`src/rtl/txd_pkg.sv`:
```
package txd_pkg;

    localparam int NSLOT  = 4;
    localparam int IDX_W  = $clog2(NSLOT);
    localparam int SIZE_W = 13;
    localparam int THR_W  = 6;

    localparam logic [7:0] STAT_BASE = 8'h10;
    localparam logic [7:0] BASE_BASE = 8'h20;
    localparam logic [7:0] IRQ_OFF   = 8'h3C;
    localparam int IRQ_OK_BIT  = 2;
    localparam int IRQ_ERR_BIT = 3;

    typedef enum logic [1:0] {
        TX_IDLE = 2'd0,
        TX_FILL = 2'd1,
        TX_SEND = 2'd2
    } tx_state_e;

    typedef struct packed {
        logic [31:0]       base;
        logic [SIZE_W-1:0] size;
        logic [THR_W-1:0]  thr;
        logic              own;
        logic              urun;
        logic              ok;
        logic              busy;
    } slot_t;

    function automatic logic [7:0] stat_off(input int i);
        return STAT_BASE + 8'(4 * i);
    endfunction

    function automatic logic [7:0] base_off(input int i);
        return BASE_BASE + 8'(4 * i);
    endfunction

    function automatic logic [31:0] pack_status(input slot_t s);
        return {10'b0, s.thr, s.ok, s.urun, s.own, s.size};
    endfunction

    // bytes that must sit in the FIFO before output may begin
    function automatic logic [SIZE_W-1:0] start_need(
        input logic [SIZE_W-1:0] size,
        input logic [THR_W-1:0]  thr,
        input logic [SIZE_W-1:0] depth
    );
        logic [SIZE_W-1:0] n;
        n = {2'b00, thr, 5'b00000};
        if (thr == '0) n = SIZE_W'(1);
        if (n > size)  n = size;
        if (n > depth) n = depth;
        return n;
    endfunction

endpackage

```
`src/rtl/txd_fifo.sv`:
```
module txd_fifo #(
    parameter int DEPTH = 64,
    parameter int W     = 8
) (
    input  logic             clk,
    input  logic             rst,
    input  logic             clr,
    input  logic             push,
    input  logic [W-1:0]     din,
    input  logic             pop,
    output logic [W-1:0]     dout,
    output logic [$clog2(DEPTH+1)-1:0] cnt,
    output logic             empty
);
    localparam int AW    = $clog2(DEPTH);
    localparam int CNT_W = $clog2(DEPTH + 1);

    logic [W-1:0]  store [DEPTH];
    logic [AW-1:0] wr_ptr, rd_ptr;

    assign dout  = store[rd_ptr];
    assign empty = (cnt == '0);

    always_ff @(posedge clk) begin
        if (push) store[wr_ptr] <= din;
    end

    always_ff @(posedge clk) begin
        if (rst || clr) begin
            wr_ptr <= '0;
            rd_ptr <= '0;
            cnt    <= '0;
        end else begin
            if (push) wr_ptr <= wr_ptr + AW'(1);
            if (pop)  rd_ptr <= rd_ptr + AW'(1);
            case ({push, pop})
                2'b10:   cnt <= cnt + CNT_W'(1);
                2'b01:   cnt <= cnt - CNT_W'(1);
                default: cnt <= cnt;
            endcase
        end
    end
endmodule

```
`src/rtl/txd_regs.sv`:
```
module txd_regs
    import txd_pkg::*;
(
    input  logic             clk,
    input  logic             rst,
    input  logic             we,
    input  logic [7:0]       addr,
    input  logic [31:0]      wdata,
    output logic [31:0]      rdata,
    input  logic [IDX_W-1:0] cur_idx,
    input  logic             ev_fetched,
    input  logic             ev_ok,
    input  logic             ev_urun,
    output slot_t            cur_slot,
    output logic             isr_ok,
    output logic             isr_err
);
    slot_t [NSLOT-1:0] slot_vec;

    for (genvar g = 0; g < NSLOT; g++) begin : g_slot
        slot_t s_q;
        logic  is_cur, stat_hit, base_hit;

        assign is_cur   = (cur_idx == IDX_W'(g));
        assign stat_hit = we && (addr == stat_off(g));
        assign base_hit = we && (addr == base_off(g));
        assign slot_vec[g] = s_q;

        always_ff @(posedge clk) begin
            if (rst) begin
                s_q <= '0;
            end else if (s_q.busy) begin
                if (is_cur && ev_fetched) s_q.own <= 1'b1;
                if (is_cur && (ev_ok || ev_urun)) begin
                    s_q.busy <= 1'b0;
                    s_q.ok   <= ev_ok;
                    s_q.urun <= ev_urun;
                end
            end else begin
                if (stat_hit) begin
                    s_q.size <= wdata[SIZE_W-1:0];
                    s_q.thr  <= wdata[16 +: THR_W];
                    s_q.own  <= 1'b0;
                    s_q.ok   <= 1'b0;
                    s_q.urun <= 1'b0;
                    s_q.busy <= |wdata[SIZE_W-1:0];
                end
                if (base_hit) s_q.base <= wdata;
            end
        end
    end

    assign cur_slot = slot_vec[cur_idx];

    logic irq_hit;
    assign irq_hit = we && (addr == IRQ_OFF);

    always_ff @(posedge clk) begin
        if (rst) begin
            isr_ok  <= 1'b0;
            isr_err <= 1'b0;
        end else begin
            isr_ok  <= ev_ok   | (isr_ok  & ~(irq_hit & wdata[IRQ_OK_BIT]));
            isr_err <= ev_urun | (isr_err & ~(irq_hit & wdata[IRQ_ERR_BIT]));
        end
    end

    always_comb begin
        rdata = '0;
        if (addr == IRQ_OFF) rdata = 32'({isr_err, isr_ok}) << IRQ_OK_BIT;
        for (int i = 0; i < NSLOT; i++) begin
            if (addr == stat_off(i)) rdata = pack_status(slot_vec[i]);
            if (addr == base_off(i)) rdata = slot_vec[i].base;
        end
    end
endmodule

```
`src/rtl/txd_seq.sv`:
```
module txd_seq
    import txd_pkg::*;
#(
    parameter int DEPTH = 64
) (
    input  logic             clk,
    input  logic             rst,
    input  slot_t            cur_slot,
    output logic [IDX_W-1:0] cur_idx,
    input  logic [$clog2(DEPTH+1)-1:0] fifo_cnt,
    input  logic             fifo_empty,
    output logic             fifo_clr,
    output logic             push,
    output logic             pop,
    output logic             mem_req,
    output logic [31:0]      mem_addr,
    input  logic             mem_gnt,
    output logic             tx_valid,
    output logic             tx_last,
    output logic             ev_fetched,
    output logic             ev_ok,
    output logic             ev_urun
);
    tx_state_e         state;
    logic [SIZE_W-1:0] fetch_cnt, sent_cnt, need;
    logic              rd_pend, active, room, issue;

    assign active   = (state != TX_IDLE);
    assign fifo_clr = !active;
    assign push     = rd_pend && active;
    assign room     = (int'(fifo_cnt) + int'(rd_pend)) < DEPTH;
    assign mem_req  = active && (fetch_cnt != cur_slot.size) && room;
    assign mem_addr = cur_slot.base + 32'(fetch_cnt);
    assign issue    = mem_req && mem_gnt;
    assign need     = start_need(cur_slot.size, cur_slot.thr, SIZE_W'(DEPTH));

    assign pop        = (state == TX_SEND) && !fifo_empty;
    assign tx_valid   = pop;
    assign tx_last    = pop && (sent_cnt == cur_slot.size - SIZE_W'(1));
    assign ev_ok      = tx_last;
    assign ev_urun    = (state == TX_SEND) && fifo_empty;
    assign ev_fetched = push && (fetch_cnt == cur_slot.size);

    always_ff @(posedge clk) begin
        if (rst) begin
            state     <= TX_IDLE;
            cur_idx   <= '0;
            fetch_cnt <= '0;
            sent_cnt  <= '0;
            rd_pend   <= 1'b0;
        end else begin
            rd_pend <= issue;
            if (issue) fetch_cnt <= fetch_cnt + SIZE_W'(1);
            if (pop)   sent_cnt  <= sent_cnt + SIZE_W'(1);
            case (state)
                TX_IDLE: begin
                    if (cur_slot.busy) begin
                        state     <= TX_FILL;
                        fetch_cnt <= '0;
                        sent_cnt  <= '0;
                    end
                end
                TX_FILL: begin
                    if (SIZE_W'(fifo_cnt) >= need) state <= TX_SEND;
                end
                TX_SEND: begin
                    if (ev_ok || ev_urun) begin
                        state   <= TX_IDLE;
                        cur_idx <= cur_idx + IDX_W'(1);
                    end
                end
                default: state <= TX_IDLE;
            endcase
        end
    end
endmodule

```
`src/rtl/txdesc_engine.sv`:
```
module txdesc_engine
    import txd_pkg::*;
#(
    parameter int FIFO_DEPTH = 64
) (
    input  logic        clk,
    input  logic        rst,
    input  logic        reg_we,
    input  logic [7:0]  reg_addr,
    input  logic [31:0] reg_wdata,
    output logic [31:0] reg_rdata,
    output logic        mem_req,
    output logic [31:0] mem_addr,
    input  logic        mem_gnt,
    input  logic [7:0]  mem_rdata,
    output logic        tx_valid,
    output logic [7:0]  tx_data,
    output logic        tx_last
);
    localparam int CNT_W = $clog2(FIFO_DEPTH + 1);

    slot_t             cur_slot;
    logic [IDX_W-1:0]  cur_idx;
    logic [CNT_W-1:0]  fifo_cnt;
    logic              fifo_empty, fifo_clr, push, pop;
    logic              ev_fetched, ev_ok, ev_urun, isr_ok, isr_err;

    txd_regs u_regs (
        .clk(clk), .rst(rst), .we(reg_we), .addr(reg_addr), .wdata(reg_wdata),
        .rdata(reg_rdata), .cur_idx(cur_idx), .ev_fetched(ev_fetched),
        .ev_ok(ev_ok), .ev_urun(ev_urun), .cur_slot(cur_slot),
        .isr_ok(isr_ok), .isr_err(isr_err)
    );

    txd_seq #(.DEPTH(FIFO_DEPTH)) u_seq (
        .clk(clk), .rst(rst), .cur_slot(cur_slot), .cur_idx(cur_idx),
        .fifo_cnt(fifo_cnt), .fifo_empty(fifo_empty), .fifo_clr(fifo_clr),
        .push(push), .pop(pop), .mem_req(mem_req), .mem_addr(mem_addr),
        .mem_gnt(mem_gnt), .tx_valid(tx_valid), .tx_last(tx_last),
        .ev_fetched(ev_fetched), .ev_ok(ev_ok), .ev_urun(ev_urun)
    );

    txd_fifo #(.DEPTH(FIFO_DEPTH), .W(8)) u_fifo (
        .clk(clk), .rst(rst), .clr(fifo_clr), .push(push), .din(mem_rdata),
        .pop(pop), .dout(tx_data), .cnt(fifo_cnt), .empty(fifo_empty)
    );
endmodule

```
`config.mk`:
```
export PLATFORM = sky130hd
export DESIGN_NAME = txdesc_engine
export DESIGN_NICKNAME = d
export VERILOG_FILES = /design/src/rtl/txd_pkg.sv /design/src/rtl/txd_fifo.sv /design/src/rtl/txd_regs.sv /design/src/rtl/txd_seq.sv /design/src/rtl/txdesc_engine.sv
export SDC_FILE = /design/constraint.sdc
export NUM_CORES = 1
export LEC_CHECK = 0
export CAP_MARGIN = 25
export CORE_MARGIN = 2
export CORE_UTILIZATION = 45
export DETAILED_ROUTE_END_ITERATION = 7
export PLACE_DENSITY = 0.71
export SYNTH_ARGS = -nofsm -noshare
export SYNTH_HDL_FRONTEND = slang
export SYNTH_SLANG_ARGS = --single-unit
export TNS_END_PERCENT = 20
```
`constraint.sdc`:
```
create_clock -name clk -period 5.79 [get_ports clk]
set_clock_uncertainty 0.1 [all_clocks]
set_input_delay 0.579 -clock clk [delete_from_list [all_inputs] [get_ports clk]]
set_output_delay 0.579 -clock clk [all_outputs]
set_load 0.01 [all_outputs]
```
* After elaboration in Yosys (flattened, before gate mapping)
Memories as Yosys holds them, arrays and structs flattened. A register that Yosys moved wholly into a read port is not among the register bits.
Cells that the tools add are included.
** Word-level totals
- Bits in latches :: 0
- ROM bits :: 0
- Flip-flop bits (word level) :: 272
- Memories :: 1
- Bits in writable memories :: 512
** Memory list
- u_fifo.store :: words 64, width 8, rd ports 1, clocked after memory_dff 1, write ports 1, line txd_fifo.sv:18 : logic [W-1:0] store [DEPTH];
** Operators by class
- Shift-type cells :: 0
- Multiplexer cells :: 45
- Bitwise gates (word level) :: 12
- Eq/ne operators :: 30
- Order comparisons :: 5
- Reductions and logical operators :: 58
- Add/subtract/negate cells :: 10
- Div/mod/pow operators :: 0
- Multiply operators :: 0
** Operator list (count)
- 2-to-1 mux 32 bit :: 7
- binary-select mux 55 bit (select 2 bit) :: 1
- 2-to-1 mux 13 bit :: 8
- 2-to-1 mux 55 bit :: 1
- == test 8 x 6 -> 1 bit (second input constant) :: 5
- 2-to-1 mux 4 bit :: 9
- AND reduction 2 bit :: 17
- adder 32 x 13 -> 32 bit :: 1
- == test 8 x 5 -> 1 bit (second input constant) :: 4
- less-than comparator 32 x 8 -> 1 bit (second input constant) :: 1
- adder 13 x 1 -> 13 bit (second input constant) :: 2
- == test 13 bit :: 2
- logical AND 1 bit :: 25
- 2-to-1 mux 22 bit :: 1
- != test 2 bit (second input constant) :: 10
- case mux 7 bit (2 select lines) :: 1
- >= comparator 7 x 13 -> 1 bit :: 1
- greater-than comparator 11 x 13 -> 1 bit :: 1
- greater-than comparator 13 x 7 -> 1 bit (second input constant) :: 1
- != test 13 bit :: 1
- OR reduction 13 bit :: 1
- subtractor 13 x 1 -> 13 bit (second input constant) :: 1
- adder 6 x 1 -> 6 bit (second input constant) :: 2
- 2-to-1 mux 3 bit :: 4
- other kinds (23) :: 53

* Logic depth before layout (Yosys ltp)
Gate-level depths: netlist of run 1.
- Depth in word-level cells :: 11
- Mapped depth :: 25

* By module
From an unflattened synthesis of run 1, not the netlist that was laid out.
** Second synthesis, totals
- Cells, all modules :: 2958
- Area, all modules :: 35885.7 um^2
** By module, submodules not included
- txd_fifo :: cells an instance 1068, sequential area each 15875.2 um^2, area each 21179.1 um^2, instances 1
- txd_regs :: cells an instance 1445, sequential area each 4444.3 um^2, area each 11329.6 um^2, instances 1
- txd_seq :: cells an instance 445, sequential area each 620.6 um^2, area each 3377.0 um^2, instances 1

* Least setup slack after synthesis of run 1
Ideal clock, no wire load.
- Path type :: flip-flop to output port
- From :: register u_seq.cur_idx[1]
- To :: output port mem_addr[18]
- Data arrival time :: 4.510 ns
- Path slack :: 0.601 ns
- Path buffers :: 6
- Required time :: 5.111 ns
- Stages on the path, launching flop included :: 20
- Cells stage by stage :: dfxtp_1 buf_2 buf_2 buf_2 buf_1 buf_1 buf_1 mux4_2 ha_1 inv_1 fa_1 nor2b_1 o21a_1 o21ai_0 a21oi_1 nor2_1 o31a_1 a21oi_1 nand3_1 xnor2_1
** On the way
- Longest elaborated chain between the ends :: 3
** Ends and longest elaborated chain
- from (decl) :: line txd_seq.sv:9 : output logic [IDX_W-1:0] cur_idx,
- from (signal assigned) :: line txd_seq.sv:69 : cur_idx <= cur_idx + IDX_W'(1);
- binary-select mux 55 bit (select 2 bit) :: line txd_regs.sv:53 : assign cur_slot = slot_vec[cur_idx];
- 2-to-1 mux 55 bit (not written as such) :: line txd_regs.sv:53
- adder 32 x 13 -> 32 bit :: line txd_seq.sv:33 : assign mem_addr = cur_slot.base + 32'(fetch_cnt);
- to (decl) :: line txdesc_engine.sv:13 : output logic [31:0] mem_addr,
No other way between the ends. The select of a mux whose other input is x is not followed.

* Worst setup path in the final report of run 1
- From :: register u_seq.cur_idx[0]
- To :: output port mem_addr[25]
Same word-level chain as after synthesis.

==> results of run 1 <==
repair_timing:
action / in CTS / in global routing
endpoints found under the setup margin: 2 / 5
resized for setup: 0 / 2
pin swaps: 0 / 0
buffers inserted: 1 / 0
final cells by class:
type / instances / area (sq um) / area share (%)
Clock buffer: 96 / 2090 / 5.30
Clock inverter: 53 / 554 / 1.40
Inverter: 30 / 113 / 0.285
Multi-Input combinational cell: 1616 / 12700 / 32.1
Sequential cell: 790 / 21000 / 53.0
Tap cell: 1030 / 1290 / 3.26
Timing Repair Buffer: 184 / 1830 / 4.62
how the worst max path moves through the flow:
| stage | startpoint | end | slack, ps | cells after the start |
|---|---|---|---|---|
| 2_1_floorplan | u_seq.cur_idx[1] | mem_addr[18] | 600 | 19 |
| 3_3_place_gp | u_seq.cur_idx[0] | u_seq.state[1] | 650 | 22 |
| 3_5_place_dp | u_seq.cur_idx[0] | u_seq.state[1] | 560 | 22 |
| 4_1_cts | u_seq.cur_idx[0] | mem_addr[25] | 80 | 12 |
| 5_1_grt | u_seq.cur_idx[0] | mem_addr[25] | 100 | 12 |
| 6_report | u_seq.cur_idx[0] | mem_addr[25] | 300 | 12 |
cells in the mapped netlist (all sizes together) (2+ instances only):
cell type,count
mux4,220
or3b,3
inv,30
and3,20
a221o,13
clkbuf,145
or4,2
a22oi,13
nand3b,4
o2bb2ai,4
o21a,2
dfxtp,278
nor2b,17
nand2b,6
mux2,4
xnor2,59
a21oi,259
nor2,163
nor3,16
ha,42
o21ai,26
and3b,2
and2,15
nand3,52
nor3b,6
a32oi,5
mux2i,4
a221oi,10
nand2,482
xor2,28
edfxtp,512
nor4,8
nor4b,5
a22o,24
a31oi,9
or2,6
a211oi,4
buf,39
a222oi,23
a21o,16
or3,11
fa,2
a31o,2
nand4,16
through the flow:
step / hold WS, ps / util (%) / setup WS [ps] / instance area (sq um)
after global routing: 169 / 52.0 / 102 / 39500
after CTS: 143 / 51.8 / 80.0 / 39400
after floorplan: 336 / - / 601 / 34500
final: 177 / 52.0 / 298 / 39500
after detailed placement: 362 / 48.3 / 562 / 36700
after global placement: 344 / 48.2 / 653 / 36600
state kept, by name (all words and copies together), names as in the netlist, named ones only:
name and cells:
u_fifo.cnt 7, u_fifo.rd_ptr 6, u_fifo.store 512, u_fifo.wr_ptr 6
u_regs.g_slot.s_q 220, u_regs.isr_err 1, u_regs.isr_ok 1, u_seq.cur_idx 2
u_seq.fetch_cnt 13, u_seq.rd_pend 1, u_seq.sent_cnt 13, u_seq.state 2
layer usage:
metal | vias to the layer above | global-route usage [%] | wire length, um
met1 | 11400 | 30.2 | 35300
met2 | 1314 | 40.1 | 46600
met5 | - | 0 | 0
li1 | 9975 | - | -
met3 | 221 | 4.30 | 8530
met4 | 0 | 8.45 | 3050
power by group through the flow:
stage	logic, uW	registers, uW	clock network (uW)
6_report	190	5990	5190
5_1_grt	202	5990	5470
4_1_cts	182	5990	5250
3_3_place_gp	167	6110	0
3_5_place_dp	182	6110	0
2_1_floorplan	58.9	6110	0
kinds of logic (layout without fill, tap and decap cells):
family	after synthesis	in the layout	share of synthesized area, %
AO/OA/AOI/OAI	419	419	7.56
XOR/XNOR	87	87	2.21
adder cells (fa/ha/maj)	44	44	1.64
buffers and inverters	214	363	2.53
flip-flops	790	790	60.7
multiplexers	228	228	14.7
AND/OR/NAND/NOR	838	838	10.6
worst max-delay path, stage by stage (launching register included):
cell	delay (ps)
dfxtp_4	500
mux4_2	570
ha_1	300
a21o_1	190
a21oi_1	270
o21ai_0	190
a21oi_2	270
o22ai_1	200
a221o_2	510
and2_1	300
and3_1	200
xor2_1	120
clkdlybuf4s50_1	550
==> out/metrics.csv, run 1 <==
metric;value;unit
Vias/cell;6.03;
Synth Register Bits;790;
via count;22900;
worst slew pin tran;1120;ps
Net Sw Power;2390;uW
crit path DAT;4810;ps
H-tree depth;3;
global-route wire length before repair;141000;um
area share of the largest cell type after synthesis;44.6;%
crit path kind;reg -> out;
total of max-cap violations;0;
start point of the worst hold path;rst;
Synthesized Nets;2716;
FILL cells;6144;
Die Ht;281;um
hold endpoint;u_regs.g_slot[0].s_q[6];
final setup vio count;0;
I/O Pins;127;
Core Rows;101;
Ys Warns;0;
ANT cells;0;
placed wire-length estimate;60200;um
Post-Syn Instances;2620;
Crit Reg-Reg Endpoint;u_seq.state[1];
P&R area growth vs syn;14.6;%
Skew-Pair Late Insertion Delay;650;ps
Post-Syn Area;34500;sq um
static leakage;0.0124;uW
dpl cells;3643;
Design Power;11400;uW
Comb power frac;1.7;%
post-synth top area cell;edfxtp_1;
antenna violations before repair;0;
CTS Sinks;790;
# port buffers;126;
CTS Hold Bufs;0;
Main synth FF type;edfxtp_1;
clock root cell;clkbuf_16;
Switching Share;21.1;%
Synth async-reset ratio;0;%
cell depth of the worst min-delay path;2;
Setup crit end kind;output port;
Fmax;182;MHz
RSZ-0062 raised after global routing;no;
R2R setup slack;640;ps
Synth area leaders;edfxtp_1 45%, dfxtp_1 16%, mux4_2 14%;
Antenna Violating Nets Remaining;0;
Rel. slew slack;25.4;%
gr usage total;23.6;%
drt pass-1 iters;7;
most frequent cells in the layout;512 x edfxtp_1, 482 x nand2_1, 273 x dfxtp_1;
setup TNS;0;ps
sequential element share of the synthesized area;60.7;%
DRT Wirelength;93400;um
clk buf depth;3;
Flop pwr share;52.7;%
CTS tree;yes;
largest net degree at the start of global routing;106;
Clk pwr share;45.7;%
GP Congestion;0.934;
final hold violation count;0;
Hold/Removal Path Class;in -> reg;
Cell Pwr Density;288;nW/um^2
detailed-route wire length per cell;24.6;um
Worst setup SP type;flip-flop;
max-slew violation count;0;
die area;78800;sq um
layout cells sized above 1;15.7;%
Overflow after GRT;0;
vias in the first global route;22900;
Core Area;75900;sq um
Total Nets Final;2799;
Post-Layout Cell Count;3799;
1st-iter DRT viols;3263;
Final Critical Period;5490;ps
average cell area after synthesis;13.2;sq um
CTS Buf Count;81;
number of synthesized flops with an enable pin;512;
status;finished, final reports clean;
clock slew at reported path FFs;70;ps
Chip Width;281;um
DRC viols;0;
reg2reg start;u_seq.cur_idx[0];
CP required;5110;ps
Yosys cell types;76;
Initial Util;45.4;%
leading cell type in the layout, fill and taps excluded;edfxtp_1;
Peak VDD IR;210;uV
Reg2Reg Depth;22;
Tcrit/Tclk final;94.8;%
Internal;8980;uW
maximum fanout along the worst path;12;
Power figures use the tool's default switching activity.
==> run 2: changes to the inputs <==
--- a/config.mk
+++ b/config.mk
@@ -10,6 +10,7 @@
 export CORE_UTILIZATION = 45
 export DETAILED_ROUTE_END_ITERATION = 7
 export PLACE_DENSITY = 0.71
+export SLEW_MARGIN = 20
 export SYNTH_ARGS = -nofsm -noshare
 export SYNTH_HDL_FRONTEND = slang
 export SYNTH_SLANG_ARGS = --single-unit
==> run 2 against run 1 <==
Effect of this change: worst setup slack better by 6.8 ps; combinational power hardly changed; critical endpoint unchanged; critical path depth stayed put.
==> out/metrics.csv, run 2 (synthesis results as in run 1) <==
metric;value;unit;change
GP Congestion;0.934;;unchanged
via count;22900;;-0.026%
Vias/cell;6.03;;about the same
Hold/Removal Path Class;in -> reg;;
setup TNS;0;ps;unchanged
Design Power;11600;uW;+1.9%
Tcrit/Tclk final;94.7;%;-0.12 points
antenna violations before repair;1;;+1
Largest register FFs;512;;unchanged
dpl cells;3643;;unchanged
Overflow after GRT;0;;unchanged
Rel. slew slack;21.7;%;-3.8 points
Core Area;75900;sq um;unchanged
total of max-cap violations;0;;unchanged
die area;78800;sq um;unchanged
CTS Hold Bufs;0;;unchanged
CTS tree;yes;;
max-slew violation count;0;;unchanged
DRC viols;0;;unchanged
Total Nets Final;2796;;-0.11%
RSZ-0062 raised after global routing;no;;
status;finished, final reports clean;;
Skew-Pair Late Insertion Delay;650;ps;about the same
maximum fanout along the worst path;12;;unchanged
# port buffers;126;;unchanged
layout cells sized above 1;15.7;%;-0.055 points
CTS Buf Count;81;;unchanged
1st-iter DRT viols;2951;;-9.6%
Die Ht;281;um;unchanged
Worst setup SP type;flip-flop;;
Core Rows;101;;unchanged
I/O Pins;127;;unchanged
Comb power frac;1.6;%;about the same
Cell Pwr Density;293;nW/um^2;+1.8%
Initial Util;45.4;%;unchanged
Largest Register;u_fifo.store;;
FILL cells;6164;;+0.33%
largest net degree at the start of global routing;106;;unchanged
crit path kind;reg -> out;;
Peak VDD IR;201;uV;-4.0%
Chip Width;281;um;unchanged
Final Critical Period;5480;ps;-6.79 ps
clk buf depth;3;;unchanged
Post-Layout Cell Count;3796;;-0.079%
Clk pwr share;46.7;%;+1.0 points
Switching Share;20.7;%;-0.38 points
most frequent cells in the layout;512 x edfxtp_1, 482 x nand2_1, 273 x dfxtp_1;;
vias in the first global route;22900;;+0.0087%
crit path DAT;4810;ps;about the same
final setup vio count;0;;unchanged
pre-CTS setup slack;566;ps;+4.01 ps
final hold violation count;0;;unchanged
global-route wire length before repair;142000;um;+0.71%
clock slew at reported path FFs;70;ps;about the same
drt pass-1 iters;7;;unchanged
Antenna Violating Nets Remaining;0;;unchanged
gr usage total;23.7;%;+0.13 points
setup ws final;305;ps;+6.79 ps
CTS Sinks;790;;unchanged
Fmax;182;MHz;+0.12%
R2R setup slack;660;ps;+20 ps
placed wire-length estimate;60100;um;-0.22%
P&R area growth vs syn;14.8;%;
CP required;5110;ps;about the same
hold slack;162;ps;-14.9 ps
H-tree depth;3;;unchanged
top flop regs;u_fifo.store: 512 flops, u_regs.g_slot.s_q: 220 flops;;
DRT Wirelength;93200;um;-0.28%
leading cell type in the layout, fill and taps excluded;edfxtp_1;;
static leakage;0.0124;uW;+0.14%
worst slew pin tran;1180;ps;+56.3 ps
Flop pwr share;51.7;%;-1.0 points
Net Sw Power;2400;uW;+0.12%
Setup crit end kind;output port;;
detailed-route wire length per cell;24.5;um;-0.20%
Internal;9200;uW;+2.4%
clock root cell;clkbuf_16;;
ANT cells;0;;unchanged
[run 2: cell types whose count changed in the layout (fill, tap and decap cells not counted), moves of 3 or more]
| cell | previous run | this run |
|---|---|---|
| clkinv_2 | 18 | 10 |
| bufinv_16 | 7 | 10 |
| clkbuf_8 | 1 | 6 |
| buf_12 | 8 | 5 |
[run 2: worst max-delay path, stage by stage (launching register included)]
cell             delay, ps
dfxtp_4                500
mux4_2                 570
ha_1                   300
a21o_1                 190
a21oi_1                270
o21ai_0                190
a21oi_2                280
o22ai_1                190
a221o_2                510
and2_1                 290
and3_1                 200
xor2_1                 120
clkdlybuf4s50_1        550
[run 2: power by group through the flow]
stage	Sequential, uW	Combinational (uW)	Clock [uW]
CTS	5990	182	5470
detailed placement	6110	182	0
floorplan	6110	58.9	0
global placement	6110	167	0
finish	5990	188	5420
global route	5990	200	5680
[run 2: path summary, 6_finish.rpt]
kind                                       start                      end  depth (start not counted)
worst max-delay path            u_seq.cur_idx[0]             mem_addr[25]                         12
worst min-delay path                         rst  u_regs.g_slot[0].s_q[6]                          2
worst max register to register  u_seq.cur_idx[0]           u_seq.state[1]                         22
worst min register to register     u_regs.isr_ok            u_regs.isr_ok                          2
[run 2: what timing repair did]
| action | 4_1_cts | 5_1_grt |
|---|---|---|
| gates resized for setup | 0 | 2 |
| endpoints found under the setup margin | 2 | 5 |
| buffers inserted | 1 | 0 |
[run 2: per-layer routing]
layer | global-route usage, % | wire, um | vias to the layer above
met5 | 0 | 13 | -
met4 | 8.89 | 3180 | 2
met3 | 4.50 | 8430 | 229
met2 | 39.8 | 46100 | 1281
met1 | 30.5 | 35400 | 11400
li1 | - | - | 9974
[run 2: area by class of cell]
type / instances / area, sq um / share of cell area, %
clock buffers: 104 / 2190 / 5.55
multi-input cells: 1616 / 12700 / 32.0
repair buffers: 181 / 1770 / 4.47
inverters: 30 / 113 / 0.285
flip-flops and latches: 790 / 21000 / 52.9
well taps: 1030 / 1290 / 3.26
clock inverters: 45 / 578 / 1.46
[run 2: metrics by stage]
stage | util [%] | cell area [sq um]
4_1_cts | 52.0 | 39500
6_report | 52.1 | 39600
3_3_place_gp | 48.2 | 36600
5_1_grt | 52.1 | 39600
3_5_place_dp | 48.4 | 36700
2_1_floorplan | - | 34500
